===== config.mk =====
export PLATFORM = sky130hd
export DESIGN_NAME = tsel_clk_select
export DESIGN_NICKNAME = d
export VERILOG_FILES = /design/src/rtl/tsel_pkg.sv /design/src/rtl/tsel_prescaler.sv /design/src/rtl/tsel_ext_edge.sv /design/src/rtl/tsel_clk_select.sv
export SDC_FILE = /design/constraint.sdc
export NUM_CORES = 1
export LEC_CHECK = 0
export BUFFER_PORTS_ARGS = -buffer_cell sky130_fd_sc_hd__clkbuf_2
export CAP_MARGIN = 20
export CORE_UTILIZATION = 45
export DETAILED_ROUTE_END_ITERATION = 6
export GPL_ROUTABILITY_DRIVEN = 1
export PLACE_DENSITY = 0.63
export SLEW_MARGIN = 20
export SYNTH_ARGS = -nofsm -noshare
export SYNTH_HDL_FRONTEND = slang
export SYNTH_SLANG_ARGS = --single-unit

===== constraint.sdc =====
create_clock -name clk_i -period 1.63 [get_ports clk_i]
set_input_delay 0.2445 -clock clk_i [delete_from_list [all_inputs] [get_ports clk_i]]
set_output_delay 0.2445 -clock clk_i [all_outputs]
set_load 0.05 [all_outputs]

===== src/rtl/tsel_pkg.sv =====
package tsel_pkg;
  typedef enum logic [2:0] {
    SRC_OFF      = 3'b000,
    SRC_DIV1     = 3'b001,
    SRC_DIV8     = 3'b010,
    SRC_DIV64    = 3'b011,
    SRC_DIV256   = 3'b100,
    SRC_DIV1024  = 3'b101,
    SRC_EXT_FALL = 3'b110,
    SRC_EXT_RISE = 3'b111
  } src_sel_e;

  localparam int PSC_W    = 10;
  localparam int NUM_TAPS = 4;
  localparam int SYNC_LEN = 2;

  // log2 of the prescale ratio for each tap, lowest ratio first
  function automatic int tap_bits(input int idx);
    case (idx)
      0:       return 3;
      1:       return 6;
      2:       return 8;
      default: return 10;
    endcase
  endfunction
endpackage


===== src/rtl/tsel_prescaler.sv =====
module tsel_prescaler #(
  parameter int CNT_W    = tsel_pkg::PSC_W,
  parameter int NUM_TAPS = tsel_pkg::NUM_TAPS
) (
  input  logic                clk_i,
  input  logic                rst_ni,
  input  logic                clr_i,
  output logic [NUM_TAPS-1:0] tap_o
);
  logic [CNT_W-1:0] cnt_q;

  always_ff @(posedge clk_i or negedge rst_ni) begin
    if (!rst_ni)    cnt_q <= '0;
    else if (clr_i) cnt_q <= '0;
    else            cnt_q <= cnt_q + 1'b1;
  end

  for (genvar g = 0; g < NUM_TAPS; g++) begin : g_tap
    localparam int B = tsel_pkg::tap_bits(g);
    assign tap_o[g] = &cnt_q[B-1:0];
  end
endmodule


===== src/rtl/tsel_ext_edge.sv =====
module tsel_ext_edge #(
  parameter int SYNC_LEN = tsel_pkg::SYNC_LEN
) (
  input  logic clk_i,
  input  logic rst_ni,
  input  logic pin_i,
  output logic rise_o,
  output logic fall_o
);
  // SYNC_LEN synchronizer stages plus one history stage
  logic [SYNC_LEN:0] sh_q;

  always_ff @(posedge clk_i or negedge rst_ni) begin
    if (!rst_ni) sh_q <= '0;
    else         sh_q <= {sh_q[SYNC_LEN-1:0], pin_i};
  end

  assign rise_o =  sh_q[SYNC_LEN-1] & ~sh_q[SYNC_LEN];
  assign fall_o = ~sh_q[SYNC_LEN-1] &  sh_q[SYNC_LEN];
endmodule


===== src/rtl/tsel_clk_select.sv =====
module tsel_clk_select
  import tsel_pkg::*;
(
  input  logic       clk_i,
  input  logic       rst_ni,
  input  logic [2:0] sel_i,
  input  logic       psc_clr_i,
  input  logic       ext_pin_i,
  output logic       tick_o
);
  logic [NUM_TAPS-1:0] tap;
  logic                rise, fall;
  logic                tick_d, tick_q;
  src_sel_e            sel;

  tsel_prescaler #(.CNT_W(PSC_W), .NUM_TAPS(NUM_TAPS)) i_psc (
    .clk_i  (clk_i),
    .rst_ni (rst_ni),
    .clr_i  (psc_clr_i),
    .tap_o  (tap)
  );

  tsel_ext_edge #(.SYNC_LEN(SYNC_LEN)) i_edge (
    .clk_i  (clk_i),
    .rst_ni (rst_ni),
    .pin_i  (ext_pin_i),
    .rise_o (rise),
    .fall_o (fall)
  );

  assign sel = src_sel_e'(sel_i);

  always_comb begin
    unique case (sel)
      SRC_OFF:      tick_d = 1'b0;
      SRC_DIV1:     tick_d = 1'b1;
      SRC_DIV8:     tick_d = tap[0] & ~psc_clr_i;
      SRC_DIV64:    tick_d = tap[1] & ~psc_clr_i;
      SRC_DIV256:   tick_d = tap[2] & ~psc_clr_i;
      SRC_DIV1024:  tick_d = tap[3] & ~psc_clr_i;
      SRC_EXT_FALL: tick_d = fall;
      SRC_EXT_RISE: tick_d = rise;
      default:      tick_d = 1'b0;
    endcase
  end

  always_ff @(posedge clk_i or negedge rst_ni) begin
    if (!rst_ni) tick_q <= 1'b0;
    else         tick_q <= tick_d;
  end

  assign tick_o = tick_q;
endmodule


==> impl_metrics.tcl, run 1 <==
set metrics [dict create \
    status "finished clean" \
    dieArea_um2 1580 \
    wl_per_cell_um 11.4 \
    grtUsageMet2_pct 24.6 \
    max-vdd-ir-drop_mv 0.594 \
    grt_max_degree 15 \
    ant_nets 0 \
    cp_max_fo 4 \
    gp_congestion 0.725 \
    cp-start-kind "register" \
    seqPwrFrac_pct 55.3 \
    drt_iter0_markers 16 \
    slew_headroom_pct 75.5 \
    synth_edf_count 0 \
    cts_max_path_buffers 2 \
    synth-async-reset-ratio_pct 100 \
    yosysMostFrequentCell "dfrtp_1" \
    combinationalPowerShare_pct 7.4 \
    fin_crit_sh_pct 83.7 \
    synth_ff_type "dfrtp_1" \
    cp_cell_sequence "ha_1 -> ha_1 -> a21oi_1 -> a211oi_1 -> a21oi_1 -> o21ai_1" \
    p_int_w 0.000513 \
    globalRouteMet3Util_pct 6.82 \
    die_x_um 39.7 \
    drt_first_pass_iters 4 \
    boundaryPins 8 \
    endpoint_kind "register" \
    design_power_total_w 0.000662 \
    worst_pin_slew_ns 0.358 \
    cap_viol_max_count 0 \
    pre_cts_ws_ns 0.287 \
    switching_share_pct 22.5 \
    synth_top_cell_area_share_pct 54.8 \
    cts_made_buffers 3 \
    required_ns 1.80 \
    routed-via-count 468 \
    hold_viol 0 \
    crit_slowest_cell "dfrtp_1" \
    rows 13 \
    worstPathArrival_ns 1.53 \
    grt_pass1_wl_um 1680 \
    max_freq_ghz 0.733 \
    port-buffer-count 7 \
    period_needed_ns 1.36 \
    ys_top_cells_by_area "dfrtp_1, nor2_1, xnor2_1" \
    use_met1_pct 21.9 \
    post_cts_resized 0 \
    netlist_area_um2 639 \
    viasPerCell 5.32 \
    netlist_instances 62 \
    cpPeakStageDelay_ns 0.41 \
    maxSlewViolCount 0 \
    synth_commonest_cells "dfrtp_1, nor2_1, nand2_1" \
    syn_avg_cell_area_um2 10.3 \
    grt_pass1_vias 386 \
    grt.busiest_layer "met2" \
    start_util_pct 48.5 \
    fin_nets 83 \
    powerDensity_nw_per_um2 900 \
    drive_gt1_share_pct 19.2 \
    clock_skew_ns 0.00272 \
    totalWireLength_um 999 \
    hold_buffers 1 \
    root_buffer "clkbuf_4" \
    synth_top_cell_by_area "dfrtp_1" \
    clk_pin_slew_ns 0.08 \
    antenna_found_initial 0 \
    rrSetupSlack_ns 0.27 \
    dpl.hpwl_um 705 \
    min_path_type "in -> reg" \
    cts_tree "done" \
    yosysWarnings 0 \
    insertion_delay_ns 0.28 \
    post_cts_buffers 0 \
    syn2layout_area_growth_pct 15.1 \
    die-height_um 39.7 \
    synth_seq_area_share_pct 54.8 \
    drc 0 \
    clkPwrFrac_pct 37.3 \
    cts_max_level 1 \
    groute.usage.overall_pct 16.7 \
    p_sw_w 0.000149 \
    setup_viol 0 \
    ys_ff_latch 14 \
    fp.coreArea_um2 1320 \
    criticalPathCategory "reg -> reg" \
    syn-num-nets 71 \
    synthDistinctLibCells 22 \
    p_leak_nw 0.324 \
    clock-sinks 14 \
    antenna_cells 0 \
    grt_overflow_total 0 \
    fin_ws_ns 0.266 \
    rsz0062_at_grt "false" \
    setup_tns_ns 0 \
]
[state kept, by name, summed over array words and instances (netlist names)]
register     flops
i_edge.sh_q      3
i_psc.cnt_q     10
tick_o           1
[per-layer routing]
metal | share of wire (%) | wire length (µm) | up-vias
met4 | 0 | 0 | 0
met5 | 0 | 0 | -
met2 | 43 | 430 | 9
li1 | - | - | 237
met1 | 52 | 517 | 222
met3 | 5.1 | 51 | 0
[final timing paths]
kind,from,to,depth (start not counted)
setup / recovery,i_psc.cnt_q[0],tick_o,6
hold / removal,ext_pin_i,i_edge.sh_q[0],1
setup reg to reg,i_psc.cnt_q[0],tick_o,6
hold reg to reg,i_edge.sh_q[0],i_edge.sh_q[1],0
max in group asynchronous,rst_ni,i_psc.cnt_q[0],2
min in group asynchronous,rst_ni,i_psc.cnt_q[7],2
[worst max-delay path, delay by kind of cell (launching register included)]
| family | cells | cell delay (ns) |
|---|---|---|
| fa+ha+maj | 2 | 0.46 |
| flops | 1 | 0.41 |
| compound gates | 4 | 0.39 |
[power groups by stage]
stage          Sequential, W  Combinational [W]  Clock, W
5_1_grt             0.000368          0.0000561  0.000275
4_1_cts             0.000366          0.0000502  0.000255
2_1_floorplan       0.000377          0.0000198         0
3_5_place_dp        0.000373          0.0000478         0
6_report            0.000366          0.0000491  0.000247
3_3_place_gp        0.000372          0.0000483         0
[through the flow]
step           instances  hold WS [ns]  utilization (%)  instance area, µm²
2_1_floorplan         62       -0.0511                -                 639
3_3_place_gp          83         0.163             52.3                 689
3_5_place_dp          83         0.164             52.3                 689
4_1_cts               88        0.0627             55.8                 736
5_1_grt               88        0.0492             55.8                 736
6_report              88        0.0683             55.8                 736
[cells by family after synthesis]
group,synth area share (%)
xor gates and xnor gates,6.85
DFF,54.8
and+or+nand+nor,22.5
adders and majority gates,3.91
buffers and inverters,1.17
AOI/OAI and AO/OA,10.8
[area by class of cell]
cell class,instances,area [µm²]
multi-input combinational,46,282
sequential,14,350
inverter,1,3.75
timing repair buffer,8,45.0
tap,15,18.8
fill,116,582
clock buffer,4,36.3
[cell usage in the layout, fill, tap and decap left out, drive strengths merged]
cell,instances
nand3,5
dfrtp,14
nor2b,2
nor3,1
nand4,1
or3,2
xor2,2
o21ai,4
inv,1
nand2,6
a2111oi,1
ha,2
a21oi,5
o21bai,1
nor2,8
nand2b,1
clkbuf,11
a211oi,1
xnor2,3
nand3b,1
dlygate4sd3,1
Power figures use the tool's default switching activity.
==> inputs of run 2 (changes only) <==
Settings changed: PLACE_DENSITY 0.63 to 0.66.
Clock period 1.63 ns to 1.25 ns, I/O delays scaled along.
==> impl_metrics.tcl, run 2 (synthesis results as in run 1) <==
set metrics [dict create \
    clk_pin_slew_ns 0.09 \
    grt_max_degree 15 \
    setup_tns_ns -0.0103 \
    rows 13 \
    fin_ws_ns -0.0103 \
    path_buf_inv 0 \
    cts_made_buffers 3 \
    period_needed_ns 1.26 \
    ant_nets 0 \
    pre_cts_ws_ns 0.00520 \
    fin_nets 88 \
    grt_overflow_total 0 \
    clock_skew_ns 0.0115 \
    routed-via-count 477 \
    start_util_pct 48.5 \
    drc 0 \
    wl_per_cell_um 11.7 \
    crit_slowest_cell "dfrtp_1" \
    antenna_found_initial 0 \
    root_buffer "clkbuf_4" \
    fin_hold_ws_ns 0.158 \
    fin_crit_sh_pct 101 \
    cp_cell_sequence "ha_2 -> ha_4 -> a21oi_2 -> a211oi_2 -> a21oi_1 -> o21ai_1" \
    boundaryPins 8 \
    endpoint_kind "register" \
    criticalPathCategory "reg -> reg" \
    status "finished, violations left" \
    port-buffer-count 7 \
    layout_commonest_cell "dfrtp_1" \
    min_path_type "in -> reg" \
    p_leak_nw 0.343 \
    setup_viol 1 \
    cp_top_family "compound AO/OA/AOI/OAI gates" \
    layout_common_cells "dfrtp_1, clkbuf_2, nand2_1, nor2_1" \
    antenna_cells 0 \
    largest_reg_flops 10 \
    violations "negative setup slack" \
    die-height_um 39.7 \
    max-vdd-ir-drop_mv 0.636 \
    cts_max_path_buffers 2 \
    clock-sinks 14 \
    dp.cells 86 \
    worst_pin_slew_ns 0.336 \
    grt_pass1_vias 409 \
    dpl.hpwl_um 727 \
    dieArea_um2 1580 \
    cts_tree "done" \
    drive_gt1_share_pct 32.1 \
    cpPeakStageDelay_ns 0.39 \
    final_cell_count_no_fill 93 \
    cp_max_fo 2 \
    cp-start-kind "register" \
    groute.usage.overall_pct 16.1 \
    drt_iter0_markers 8 \
    regMostFlops "i_psc.cnt_q" \
    max_freq_ghz 0.793 \
    gp_congestion 0.729 \
    powerDensity_nw_per_um2 1110 \
    slew_headroom_pct 77.0 \
    cts_max_level 1 \
    maxSlewViolCount 0 \
    syn2layout_area_growth_pct 26.0 \
    viasPerCell 5.13 \
    grt_pass1_wl_um 1590 \
    die_x_um 39.7 \
    drt_first_pass_iters 4 \
    hold_viol 0 \
    worstPathArrival_ns 1.44 \
    cap_viol_max_count 0 \
    required_ns 1.43 \
    insertion_delay_ns 0.29 \
    fp.coreArea_um2 1320 \
    totalWireLength_um 1090 \
    rsz0062_at_grt "true" \
]
[run 2: final timing paths]
kind	end	start	cells after the start	slack (ns)
setup / recovery	tick_o	i_psc.cnt_q[1]	6	-0.01
hold / removal	tick_o	sel_i[2]	3	0.16
setup reg to reg	tick_o	i_psc.cnt_q[1]	6	-0.01
hold reg to reg	i_edge.sh_q[1]	i_edge.sh_q[0]	0	0.35
max in group asynchronous	i_psc.cnt_q[2]	rst_ni	2	0.65
min in group asynchronous	i_psc.cnt_q[9]	rst_ni	2	0.32
[run 2: worst register-to-register path, delay by kind of cell (launching register included)]
kind,cells,cell delay [ns]
AOI/OAI and AO/OA,4,0.40
DFF,1,0.39
adders and majority gates,2,0.37
[run 2: stage by stage]
step,cell area (µm²),total power (W),utilization [%]
2_1_floorplan,642,0.000518,-
3_3_place_gp,714,0.000557,54.2
3_5_place_dp,714,0.000558,54.2
4_1_cts,761,0.000887,57.7
5_1_grt,806,0.000929,61.2
6_report,806,0.000891,61.2
[run 2: layout make-up]
type / instances / area, µm²
Tap cell: 15 / 18.8
Inverter: 1 / 3.75
Timing Repair Buffer: 13 / 85.1
Clock buffer: 4 / 36.3
Fill cell: 105 / 512
Sequential cell: 14 / 352
Multi-Input combinational cell: 46 / 310
[run 2: what timing repair did]
action | in CTS | in global routing
resized for setup | 0 | 7
setup endpoints to repair | 0 | 4
hold buffers | 1 | 1
setup buffers | 0 | 1
endpoints found under the hold margin | 14 | 1
[run 2: power breakdown]
part / internal, W / switching [W]
Sequential: 0.000467 / 0.0000106
Clock: 0.000177 / 0.000148
Combinational: 0.0000407 / 0.0000476
Total: 0.000685 / 0.000206
[run 2: per-layer routing]
layer  global-route usage (%)  vias up  part of all wire (%)
met4                     5.17        0                  0.83
met3                     8.52        2                   4.5
met1                     21.1      219                    50
met5                        0        -                     0
met2                     22.5       10                    44
li1                         -      246                     -
==> inputs of run 3 (changes only) <==
Settings changed: SETUP_SLACK_MARGIN from default to 0.5.
==> impl_metrics.tcl, run 3 (synthesis results as in run 1) <==
set metrics [dict create \
    status "finished clean" \
    die-height_um 39.7 \
    path_buf_inv 0 \
    gp_congestion 0.702 \
    dieArea_um2 1580 \
    antenna_cells 0 \
    hold_viol 0 \
    fin_nets 90 \
    cp_top_family "flip-flops" \
    p_leak_nw 0.376 \
    fp.coreArea_um2 1320 \
    dpl.hpwl_um 780 \
    criticalPathCategory "reg -> reg" \
    layout_common_cells "dfrtp_1, nand2_1, nor2_1, clkbuf_2, buf_4" \
    nFillCells 99 \
    insertion_delay_ns 0.28 \
    cts_max_level 1 \
    required_ns 1.43 \
    boundaryPins 8 \
    max_freq_ghz 0.809 \
    drive_gt1_share_pct 36.3 \
    grt_pass1_vias 473 \
    cp-start-kind "register" \
    cts_max_path_buffers 2 \
    cap_viol_max_count 0 \
    worstPathArrival_ns 1.41 \
    cpMostUsedCell "ha_4" \
    worst_pin_slew_ns 0.382 \
    max-vdd-ir-drop_mv 0.495 \
    layout_commonest_cell "dfrtp_1" \
    drt_first_pass_iters 4 \
    regMostFlops "i_psc.cnt_q" \
    root_buffer "clkbuf_4" \
    groute.usage.overall_pct 19.5 \
    grt_pass1_wl_um 1920 \
    endpoint_kind "register" \
    maxSlewViolCount 0 \
    syn2layout_area_growth_pct 36.8 \
    drt_iter0_markers 8 \
    setup_viol 0 \
    largest_reg_flops 10 \
    powerDensity_nw_per_um2 1030 \
    cp_cell_sequence "ha_4 -> ha_4 -> a21oi_2 -> a211oi_1 -> a21oi_1 -> o21ai_1" \
    clock-sinks 14 \
    final_cell_count_no_fill 95 \
    cts_tree "done" \
    period_needed_ns 1.24 \
    slew_headroom_pct 73.9 \
    cts_made_buffers 3 \
    dp.cells 85 \
    ant_nets 0 \
    cp_max_fo 3 \
    place_area_um2 738 \
    clock_skew_ns 0.00304 \
    rsz0062_at_grt "true" \
    port-buffer-count 7 \
    drc 0 \
    wl_per_cell_um 12.5 \
    totalWireLength_um 1190 \
    grt_overflow_total 0 \
    crit_slowest_cell "dfrtp_1" \
    fin_crit_sh_pct 98.9 \
    rows 13 \
    antenna_found_initial 0 \
    die_x_um 39.7 \
    grt_max_degree 15 \
    cpPeakStageDelay_ns 0.43 \
    viasPerCell 5.36 \
    clk_pin_slew_ns 0.09 \
    routed-via-count 509 \
    min_path_type "in -> reg" \
    finish.instance_area_um2 875 \
    start_util_pct 48.5 \
]
run 3: cell count changes in the layout (fill, tap and decap cells not counted), sizes merged:
| cell | delta |
|---|---|
| clkbuf | -1 |
| buf | +3 |
run 3: path summary, 6_finish.rpt:
path | startpoint | end | slack, ns | cells past startpoint
hold reg to reg | i_edge.sh_q[0] | i_edge.sh_q[1] | 0.36 | 0
hold / removal | sel_i[2] | tick_o | 0.16 | 3
max in group asynchronous | rst_ni | i_psc.cnt_q[3] | 0.65 | 2
setup / recovery | i_psc.cnt_q[0] | tick_o | 0.01 | 6
setup reg to reg | i_psc.cnt_q[0] | tick_o | 0.01 | 6
min in group asynchronous | rst_ni | i_psc.cnt_q[9] | 0.33 | 2
run 3: per-stage QoR:
stage / utilization (%) / hold WS (ns) / TNS [ns] / setup WS, ns / power (W)
floorplan: - / -0.108 / 0 / 0.0659 / 0.000525
global placement: 56.0 / 0.103 / 0 / 0.0398 / 0.000560
detailed placement: 56.0 / 0.104 / 0 / 0.00758 / 0.000560
CTS: 65.7 / 0.152 / 0 / 0.00949 / 0.000910
global route: 66.4 / 0.174 / -0.0617 / -0.0617 / 0.000941
finish: 66.4 / 0.160 / 0 / 0.0132 / 0.000900
run 3: worst register-to-register path, cell delays in order (launching register included):
cell and delay (ns):
dfrtp_1 0.43, ha_4 0.19, ha_4 0.15, a21oi_2 0.12
a211oi_1 0.05, a21oi_1 0.12, o21ai_1 0.07
run 3: power breakdown:
part | switching (W) | internal, W | total [W] | leakage [nW]
Clock | 0.000151 | 0.000177 | 0.000328 | 0.0210
Sequential | 0.0000138 | 0.000467 | 0.000481 | 0.181
Combinational | 0.0000469 | 0.0000437 | 0.0000905 | 0.174
Total | 0.000212 | 0.000688 | 0.000900 | 0.376
run 3: cell type report:
cell class	instances	area, µm²	area share [%]
Multi-Input combinational cell	46	348	39.8
Clock buffer	4	36.3	4.15
Inverter	1	3.75	0.429
Timing Repair Buffer	15	114	13.0
Sequential cell	14	354	40.5
Tap cell	15	18.8	2.15
run 3: metal layers:
metal / wire length [µm] / track usage (%)
met5: 0 / 0
met4: 0 / 15.5
met3: 19 / 5.11
met2: 635 / 31.1
met1: 536 / 21.4
run 3: timing repair:
item                                    4_1_cts  5_1_grt
hold endpoints to repair                     15        0
buffers inserted                              4        0
pin swaps                                     7        2
hold buffers                                  2        0
endpoints found under the setup margin       11       12
gates resized for setup                       9        4
